$ cat config.mk
export PLATFORM = sky130hd
export DESIGN_NAME = src_transfer_seq
export DESIGN_NICKNAME = d
export VERILOG_FILES = /design/src/rtl/xfer_seq_pkg.sv /design/src/rtl/xfer_timer.sv /design/src/rtl/rail_xfer.sv /design/src/rtl/src_transfer_seq.sv
export SDC_FILE = /design/constraint.sdc
export NUM_CORES = 1
export LEC_CHECK = 0
export BUFFER_PORTS_ARGS = -buffer_cell sky130_fd_sc_hd__buf_2
export CORE_MARGIN = 4
export CORE_UTILIZATION = 43
export CTS_CLUSTER_DIAMETER = 40
export DETAILED_ROUTE_END_ITERATION = 8
export PLACE_DENSITY = 0.72
export REMOVE_ABC_BUFFERS = 1
export SYNTH_ARGS = -nofsm -noshare
export SYNTH_HDL_FRONTEND = slang
export SYNTH_SLANG_ARGS = --single-unit
$ cat constraint.sdc
create_clock -name clk -period 2 [get_ports clk]
set_input_delay 0.1 -clock clk [delete_from_list [all_inputs] [get_ports clk]]
set_output_delay 0.1 -clock clk [all_outputs]
set_load 0.01 [all_outputs]
$ cat src/rtl/xfer_seq_pkg.sv
package xfer_seq_pkg;
  typedef enum logic [1:0] {
    RAIL_OFF  = 2'd0,
    RAIL_STBY = 2'd1,
    RAIL_MAIN = 2'd2,
    RAIL_MOVE = 2'd3
  } rail_state_e;
endpackage

$ cat src/rtl/xfer_timer.sv
module xfer_timer #(
  parameter int CNT_W = 8
) (
  input  logic             clk,
  input  logic             rst,
  input  logic             load,
  input  logic [CNT_W-1:0] load_val,
  output logic             expired
);
  logic [CNT_W-1:0] cnt;

  always_ff @(posedge clk) begin
    if (rst) begin
      cnt <= '0;
    end else if (load) begin
      cnt <= load_val;
    end else if (cnt != '0) begin
      cnt <= cnt - 1'b1;
    end
  end

  assign expired = (cnt == '0);
endmodule

$ cat src/rtl/rail_xfer.sv
module rail_xfer
  import xfer_seq_pkg::*;
#(
  parameter bit MAKE_FIRST = 1'b0,  // 1: overlap transfer, 0: break-before-make
  parameter int HOLD_CYC   = 4,
  parameter int CNT_W      = 8
) (
  input  logic clk,
  input  logic rst,
  input  logic want_main,
  input  logic off_req,
  output logic main_en,
  output logic stby_en,
  output logic moving,
  output logic abort
);
  localparam logic [CNT_W-1:0] LOAD_VAL = CNT_W'(HOLD_CYC - 1);

  rail_state_e state;
  logic        dest_main;
  logic        start;
  logic        expired;
  logic        start_lvl;

  // Level both enables take while the transfer window is open.
  generate
    if (MAKE_FIRST) begin : g_make
      assign start_lvl = 1'b1;
    end else begin : g_break
      assign start_lvl = 1'b0;
    end
  endgenerate

  assign start = !off_req &&
                 (((state == RAIL_STBY) && want_main) ||
                  ((state == RAIL_MAIN) && !want_main));

  xfer_timer #(.CNT_W(CNT_W)) u_tmr (
    .clk      (clk),
    .rst      (rst),
    .load     (start),
    .load_val (LOAD_VAL),
    .expired  (expired)
  );

  always_ff @(posedge clk) begin
    if (rst) begin
      state     <= RAIL_OFF;
      dest_main <= 1'b0;
      main_en   <= 1'b0;
      stby_en   <= 1'b0;
      moving    <= 1'b0;
      abort     <= 1'b0;
    end else begin
      abort <= 1'b0;
      if (off_req) begin
        abort   <= (state == RAIL_MOVE);
        state   <= RAIL_OFF;
        main_en <= 1'b0;
        stby_en <= 1'b0;
        moving  <= 1'b0;
      end else begin
        unique case (state)
          RAIL_OFF: begin
            state   <= want_main ? RAIL_MAIN : RAIL_STBY;
            main_en <= want_main;
            stby_en <= !want_main;
          end
          RAIL_STBY, RAIL_MAIN: begin
            if (start) begin
              state     <= RAIL_MOVE;
              dest_main <= want_main;
              main_en   <= start_lvl;
              stby_en   <= start_lvl;
              moving    <= 1'b1;
            end
          end
          RAIL_MOVE: begin
            if (expired) begin
              state   <= dest_main ? RAIL_MAIN : RAIL_STBY;
              main_en <= dest_main;
              stby_en <= !dest_main;
              moving  <= 1'b0;
            end
          end
          default: state <= RAIL_OFF;
        endcase
      end
    end
  end
endmodule

$ cat src/rtl/src_transfer_seq.sv
module src_transfer_seq #(
  parameter int DEAD_CYC     = 50,
  parameter int DEAD_MIN_CYC = 25,
  parameter int DEAD_MAX_CYC = 1500,
  parameter int OVL_CYC      = 260,
  parameter int OVL_MIN_CYC  = 250,
  parameter int OVL_MAX_CYC  = 1250
) (
  input  logic       clk,
  input  logic       rst,
  input  logic       sw_main_req,
  input  logic       sw_off_req,
  input  logic       mem_main_req,
  input  logic       mem_off_req,
  output logic       sw_main_en,
  output logic       sw_stby_en,
  output logic       mem_main_en,
  output logic       mem_stby_en,
  output logic       busy,
  output logic [1:0] xfer_abort
);
  localparam int LIMIT = (DEAD_MAX_CYC > OVL_MAX_CYC) ? DEAD_MAX_CYC : OVL_MAX_CYC;
  localparam int CNT_W = $clog2(LIMIT + 1);

  // Elaboration-time window checks on the timing parameters.
  generate
    if (DEAD_CYC < 1 || DEAD_CYC < DEAD_MIN_CYC || DEAD_CYC > DEAD_MAX_CYC) begin : g_bad_dead
      $error("DEAD_CYC outside its allowed window");
    end
    if (OVL_CYC < 1 || OVL_CYC < OVL_MIN_CYC || OVL_CYC > OVL_MAX_CYC) begin : g_bad_ovl
      $error("OVL_CYC outside its allowed window");
    end
  endgenerate

  logic sw_moving, mem_moving;
  logic sw_abort, mem_abort;

  rail_xfer #(.MAKE_FIRST(1'b0), .HOLD_CYC(DEAD_CYC), .CNT_W(CNT_W)) u_sw (
    .clk       (clk),
    .rst       (rst),
    .want_main (sw_main_req),
    .off_req   (sw_off_req),
    .main_en   (sw_main_en),
    .stby_en   (sw_stby_en),
    .moving    (sw_moving),
    .abort     (sw_abort)
  );

  rail_xfer #(.MAKE_FIRST(1'b1), .HOLD_CYC(OVL_CYC), .CNT_W(CNT_W)) u_mem (
    .clk       (clk),
    .rst       (rst),
    .want_main (mem_main_req),
    .off_req   (mem_off_req),
    .main_en   (mem_main_en),
    .stby_en   (mem_stby_en),
    .moving    (mem_moving),
    .abort     (mem_abort)
  );

  assign busy       = sw_moving | mem_moving;
  assign xfer_abort = {mem_abort, sw_abort};
endmodule

==> summary.md, run 1 <==
| Metric | Value |
|---|---|
| CP max stage cell | `or3b_4` |
| Syn avg cell area | `between 9 and 10 um^2` |
| Clock Root Buffer | `clkbuf_8` |
| Synth Cell Area | `about 1900 um^2` |
| Setup crit start kind | `flop` |
| ANT cells | `0` |
| Site Rows | `23` |
| Avg Vias per Cell | `around 5.2` |
| Post-synthesis xor/xnor area fraction | `0.0328` |
| First-pass GRT wire length | `roughly 6 mm` |
| Rel. slew slack | `0.681` |
| Static Leak | `0.895 nW` |
| Via count | `between 1000 and 1500` |
| Die area | `around 5500 um^2` |
| Placement Setup Slack | `~0.16 ns` |
| Top cells by count, synth | `dfxtp_1, nor2_1, nand2_1, a21oi_1` |
| Crit-path cells | `inv_1 > ha_1 > or3b_4 > or2_2 > or3_1 > a21oi_1` |
| Pre-Repair DR Iteration Count | `4` |
| Antenna violations before repair | `0` |
| Final max-slew violation count | `0` |
| Post-synthesis mux area share | `0.0657` |
| Routability Congestion | `about 0.8` |
| CP Class | `flop to flop` |
| Arrival time at the worst endpoint | `2.06 ns` |
| Fin crit share | `0.924` |
| Dominant cell type by area after synthesis | `dfxtp_1` |
| Final setup TNS | `0 ns` |
| Synth Area in Compound Gates | `0.163` |
| Outcome | `finished, final reports clean` |
| Reg-to-reg slack, setup | `between 0.15 and 0.2 ns` |
| Hold Crit Depth | `3` |
| Layout cells sized above 1 | `0.187` |
| Global route overflow | `0` |
| Top cell type's share of synthesized area | `0.365` |
| Unrepaired setup endpoints after global routing | `no` |
| Simple-Gate Fraction of Synth Area | `0.256` |
| Worst Hold Endpoint | `u_mem.abort` |
| Primary FF master, synth | `dfxtp_1` |
| RR Endpoint | `u_sw.u_tmr.cnt[6]` |
| Max Freq | `about 540 MHz` |
| R2R cell count | `6` |
| Count leader, synth | `dfxtp_1` |
| Total GRT Usage | `0.141` |
| Initial DRC count | `70` |
| Final HPWL DP | `between 2 and 2.5 mm` |
| Average wire per standard cell | `about 12 um` |
| Cts repair resizes | `0` |
| Fin Hold WS | `0.0770 ns` |
| Worst-Margin Slew | `0.474 ns` |
| Clk_lat worst skew | `0.29 ns` |
| Setup crit end kind | `flop` |
| CP peak stage delay | `about 0.43 ns` |
| Port bufs | `12` |
| Core area | `slightly above 4000 um^2` |
| DRT antenna net count | `0` |
| Area after DPL | `~2000 um^2` |
| Total Wirelength | `~3.4 mm` |
| Final instance area | `roughly 2100 um^2` |
| Synth Area in Adders | `0.0737` |
| Number of synthesized flops with an enable pin | `0` |
| Register area share after synthesis | `0.365` |
| CTS buffer count | `5` |
| Yosys warning total | `0` |
| Height of the die | `73.9 um` |
| Synth async-reset ratio | `0` |
| Setup Skew | `0.00634 ns` |
| Ranking of synthesized cells by area | `dfxtp_1, ha_1, mux2i_1, nor2_1, nor4_4` |
| Largest family of logic cells by synthesized area | `simple AND/OR/NAND/NOR gates` |
| Area Overhead vs Synth | `12.2%` |
| Crit path time final | `about 1.8 ns` |
| Starting Density | `0.457` |
| Class of the worst hold path | `input port to flop` |
| TritonCTS clock tree | `yes` |
| Setup WS post-layout | `about 0.15 ns` |
| Reg2reg start | `u_sw.u_tmr.cnt[0]` |
| Post-CTS Setup Repair Bufs | `0` |
| PwrDens | `1590 nW/um^2` |
| CP Data Required Time | `~2.2 ns` |
| Total chip power | `approximately 3.3 mW` |
| DRC errors left | `0` |
| Max-cap viol count | `0` |
| Number of hold buffers added after CTS | `0` |
| Vias in the first global route | `about 1300` |
| Die Wd | `73.9 um` |
| Final Hold Viols | `0` |
| VDD IR max | `about 530 uV` |
| Clk slew on worst S/H paths | `about 0.070 ns` |
| CP max FO | `6` |
| Synth cell types | `44` |
| Layout net count | `between 200 and 250` |
| Synthesized flop and latch total | `34` |
| I/O Pins | `13` |
| Htree depth | `2` |
| Largest net degree at the start of global routing | `15` |
| Hold path start | `mem_off_req` |
| TritonCTS sink count | `34` |
| CTS Buffer Depth | `2` |
| Post-synthesis cell count | `207` |
| # setup viols final | `0` |
[logic make-up (layout without fill, tap and decap cells)]
family,count (synthesis),in the layout
and+or+nand+nor,82,82
DFF,34,34
AOI/OAI and AO/OA,43,43
buffers and inverters,18,36
muxes,12,12
adders and majority gates,11,11
xor gates and xnor gates,7,7
[state kept, by name, summed over array words and instances, names as in the netlist]
register and count:
u_sw.moving 1, u_mem.dest_main 1, u_mem.u_tmr.cnt 11, u_sw.abort 1, u_sw.state 2, u_sw.stby_en 1
u_mem.moving 1, u_mem.abort 1, u_mem.state 1, u_sw.u_tmr.cnt 11, u_mem.main_en 1, u_sw.main_en 1
u_sw.dest_main 1
[report_power, final]
group	internal, mW	leakage (nW)	total, mW	switching, mW
Combinational	0.811	0.558	1.62	0.807
Clock	0.366	0.0579	0.616	0.249
Sequential	0.873	0.279	1.10	0.225
[per-stage QoR]
stage | utilization | instances
finish | 0.513 | 275
global route | 0.513 | 275
CTS | 0.513 | 275
detailed placement | 0.486 | 267
global placement | 0.486 | 267
floorplan | - | 200
[worst max-delay path: cells and delay by family (launching register included)]
kind	cells	cell delay, ns
compound gates	1	0.14
fa+ha+maj	1	0.16
buf+inv	1	0.08
flops	1	0.32
simple gates	3	1.09
[layer usage]
metal / vias to the layer above / track usage / share of wire
met5: - / 0 / 0
met1: 651 / 0.181 / 0.51
met2: 17 / 0.219 / 0.44
met3: 6 / 0.0410 / 0.034
li1: 766 / - / -
met4: 0 / 0.0604 / 0.018
[cell usage in the layout (no fill, tap or decap), types with 2 or more instances in the layout]
cell type and count:
a21boi_0 2, a21oi_1 12, a31oi_1 4, buf_2 12
buf_4 5, clkbuf_8 5, clkinv_2 2, dfxtp_1 34
ha_1 11, inv_1 11, mux2_2 2, mux2i_1 10
nand2_1 16, nand2b_1 4, nand3_1 6, nor2_1 18
nor2b_1 2, nor3_1 6, nor3b_1 2, nor4_1 2
nor4_4 3, o211a_1 2, o21a_1 4, o21ai_0 8
o31ai_1 3, or2_2 6, or3_1 9, or4_1 2
xnor2_1 5, xor2_1 2
[worst max path at each step]
stage          cells after the start  slack (ns)                 to              start
2_1_floorplan                      6        0.05  u_sw.u_tmr.cnt[1]  u_sw.u_tmr.cnt[0]
4_1_cts                            6        0.13  u_sw.u_tmr.cnt[6]  u_sw.u_tmr.cnt[0]
3_3_place_gp                       6        0.19  u_sw.u_tmr.cnt[6]  u_sw.u_tmr.cnt[0]
5_1_grt                            6       0.002       u_sw.main_en  u_sw.u_tmr.cnt[0]
3_5_place_dp                       6        0.16      u_sw.state[1]  u_sw.u_tmr.cnt[0]
6_report                           6        0.15  u_sw.u_tmr.cnt[6]  u_sw.u_tmr.cnt[0]
[layout make-up]
class	instances	area, um^2
Clock inverter	3	40.0
Multi-Input combinational cell	155	1100
Sequential cell	34	681
Inverter	11	41.3
Fill cell	385	1990
Clock buffer	5	68.8
Timing Repair Buffer	17	97.6
Tap cell	50	62.6
Note: power is estimated with default switching activity, not from simulation.
==> inputs of run 2 (changes only) <==
--- a/config.mk
+++ b/config.mk
@@ -6,6 +6,7 @@
 export NUM_CORES = 1
 export LEC_CHECK = 0
 export BUFFER_PORTS_ARGS = -buffer_cell sky130_fd_sc_hd__buf_2
+export CORE_ASPECT_RATIO = 1.5
 export CORE_MARGIN = 4
 export CORE_UTILIZATION = 43
 export CTS_CLUSTER_DIAMETER = 40
==> summary.md, run 2 (synthesized netlist as in run 1, its figures left out) <==
| Metric | Value |
|---|---|
| Setup crit start kind | `flop` |
| Number of hold buffers added after CTS | `0` |
| Largest registers | `u_mem.u_tmr.cnt x11, u_sw.u_tmr.cnt x11, u_sw.state x2` |
| Rel. slew slack | `0.682` |
| Total Wirelength | `3.34 mm` |
| Clk_lat worst skew | `0.29 ns` |
| Total GRT Usage | `0.145` |
| Routability Congestion | `0.807` |
| Outcome | `finished, final reports clean` |
| Start point of the critical path | `u_sw.u_tmr.cnt[0]` |
| Via count | `between 1000 and 1500` |
| Htree depth | `2` |
| Static Leak | `0.926 nW` |
| Core area | `between 4000 and 5000 um^2` |
| Worst-Margin Slew | `0.472 ns` |
| Commonest non-fill, non-tap cell in the layout | `dfxtp_1` |
| DRC errors left | `0` |
| Antenna violations before repair | `0` |
| CTS Buffer Depth | `2` |
| # setup viols final | `0` |
| PwrDens | `between 1500 and 2000 nW/um^2` |
| Global route overflow | `0` |
| Die Wd | `roughly 62 um` |
| Fin cells | `between 200 and 300` |
| Fin Hold WS | `a little under 0.07 ns` |
| RR Endpoint | `u_sw.u_tmr.cnt[7]` |
| Die area | `5480 um^2` |
| R2R cell count | `8` |
| Average wire per standard cell | `~12 um` |
| Final Hold Viols | `0` |
| Fin crit share | `0.957` |
| Area Overhead vs Synth | `15.3%` |
| Clock Root Buffer | `clkbuf_8` |
| Vias in the first global route | `between 1000 and 1500` |
| Reg-to-reg slack, setup | `roughly 0.086 ns` |
| Avg Vias per Cell | `between 5 and 6` |
| TritonCTS clock tree | `yes` |
| Setup Skew | `~0.0066 ns` |
| Fillers | `slightly below 400` |
| Largest net degree at the start of global routing | `15` |
| Class of the worst hold path | `input port to flop` |
| Pre-Repair DR Iteration Count | `4` |
| Max-cap viol count | `0` |
| Height of the die | `slightly below 90 um` |
| VDD IR max | `899 uV` |
| Site Rows | `29` |
| ANT cells | `0` |
| Layout cells sized above 1 | `0.215` |
| # placed instances | `about 260` |
| Crit path time final | `1.91 ns` |
| Final max-slew violation count | `0` |
| Register area | `roughly 680 um^2` |
| Reg2reg start | `u_sw.u_tmr.cnt[0]` |
| Final HPWL DP | `between 2 and 3 mm` |
| Final instance area | `~2200 um^2` |
| Max Freq | `between 500 and 600 MHz` |
| Arrival time at the worst endpoint | `about 2.1 ns` |
| DRT antenna net count | `0` |
| I/O Pins | `13` |
| TritonCTS sink count | `34` |
| Post-layout util | `0.511` |
| Starting Density | `0.444` |
| CP max FO | `6` |
| Setup crit end kind | `flop` |
| Setup WS post-layout | `0.0860 ns` |
| Most frequent cells in the layout | `dfxtp_1, nor2_1, nand2_1, buf_2` |
| Layout net count | `244` |
| Initial DRC count | `19` |
| Crit path to | `u_sw.u_tmr.cnt[7]` |
| CTS buffer count | `5` |
| First-pass GRT wire length | `around 6 mm` |
| Port bufs | `12` |
| Area after DPL | `~2000 um^2` |
| CP Data Required Time | `2.22 ns` |
| Placement Setup Slack | `0.0829 ns` |
| CP Class | `flop to flop` |
| Multi-input gate area | `1110 um^2` |
| Clk slew on worst S/H paths | `about 0.07 ns` |
[run 2: changes by cell type in the layout (fill, tap and decap cells not counted)]
cell	before	now
or4_4	1	2
a21oi_1	12	11
clkinv_4	0	1
and2_4	0	1
a21oi_2	1	2
buf_4	5	8
or4_1	2	1
and2_2	1	0
dfxtp_1	34	32
bufinv_16	1	2
clkinv_2	2	0
dfxtp_2	0	2
[run 2: how the worst min path moves through the flow]
stage / start / endpoint / slack (ns) / cells past startpoint
2_1_floorplan: rst / u_sw.u_tmr.cnt[0] / 0.16 / 1
4_1_cts: mem_off_req / u_mem.abort / 0.06 / 3
6_report: mem_off_req / u_mem.abort / 0.07 / 3
3_3_place_gp: mem_off_req / u_mem.abort / 0.37 / 3
3_5_place_dp: mem_off_req / u_mem.abort / 0.37 / 3
5_1_grt: mem_off_req / u_mem.abort / 0.05 / 3
[run 2: report_power, final]
group	switching (mW)	internal (mW)
Combinational	0.838	0.901
Clock	0.264	0.499
Sequential	0.213	0.877
Total	1.32	2.28
[run 2: timing repair]
action	CTS	global route
endpoints found under the setup margin	0	10
gates resized for setup	0	5
setup buffers	0	2
[run 2: area by class of cell]
cell class                 count  share of cell area
sequential                    34               0.317
multi-input combinational    155               0.517
timing repair buffer          20              0.0558
clock buffer                   5              0.0320
clock inverter                 3              0.0320
tap                           46              0.0267
inverter                      11              0.0192
[run 2: metal layers]
metal  GRT usage  up-vias  wire length, um
met4      0.0753        0               97
met3      0.0350        9              106
li1            -      774                -
met2       0.250       20             1700
met5           0        -                0
met1       0.160      689             1440
[run 2: stage by stage]
step | TNS, ns | total power [mW]
after floorplan | 0 | 2.35
after global placement | 0 | 2.73
after detailed placement | 0 | 2.76
after CTS | 0 | 3.54
after global routing | -0.0158 | 3.89
final | 0 | 3.59
[run 2: critical path: stages (launching register included)]
cell	delay, ns
dfxtp_2	0.34
inv_1	0.06
ha_1	0.20
or3b_4	0.28
nor4_4	0.04
buf_4	0.16
buf_4	0.15
or4_4	0.48
a21oi_2	0.13
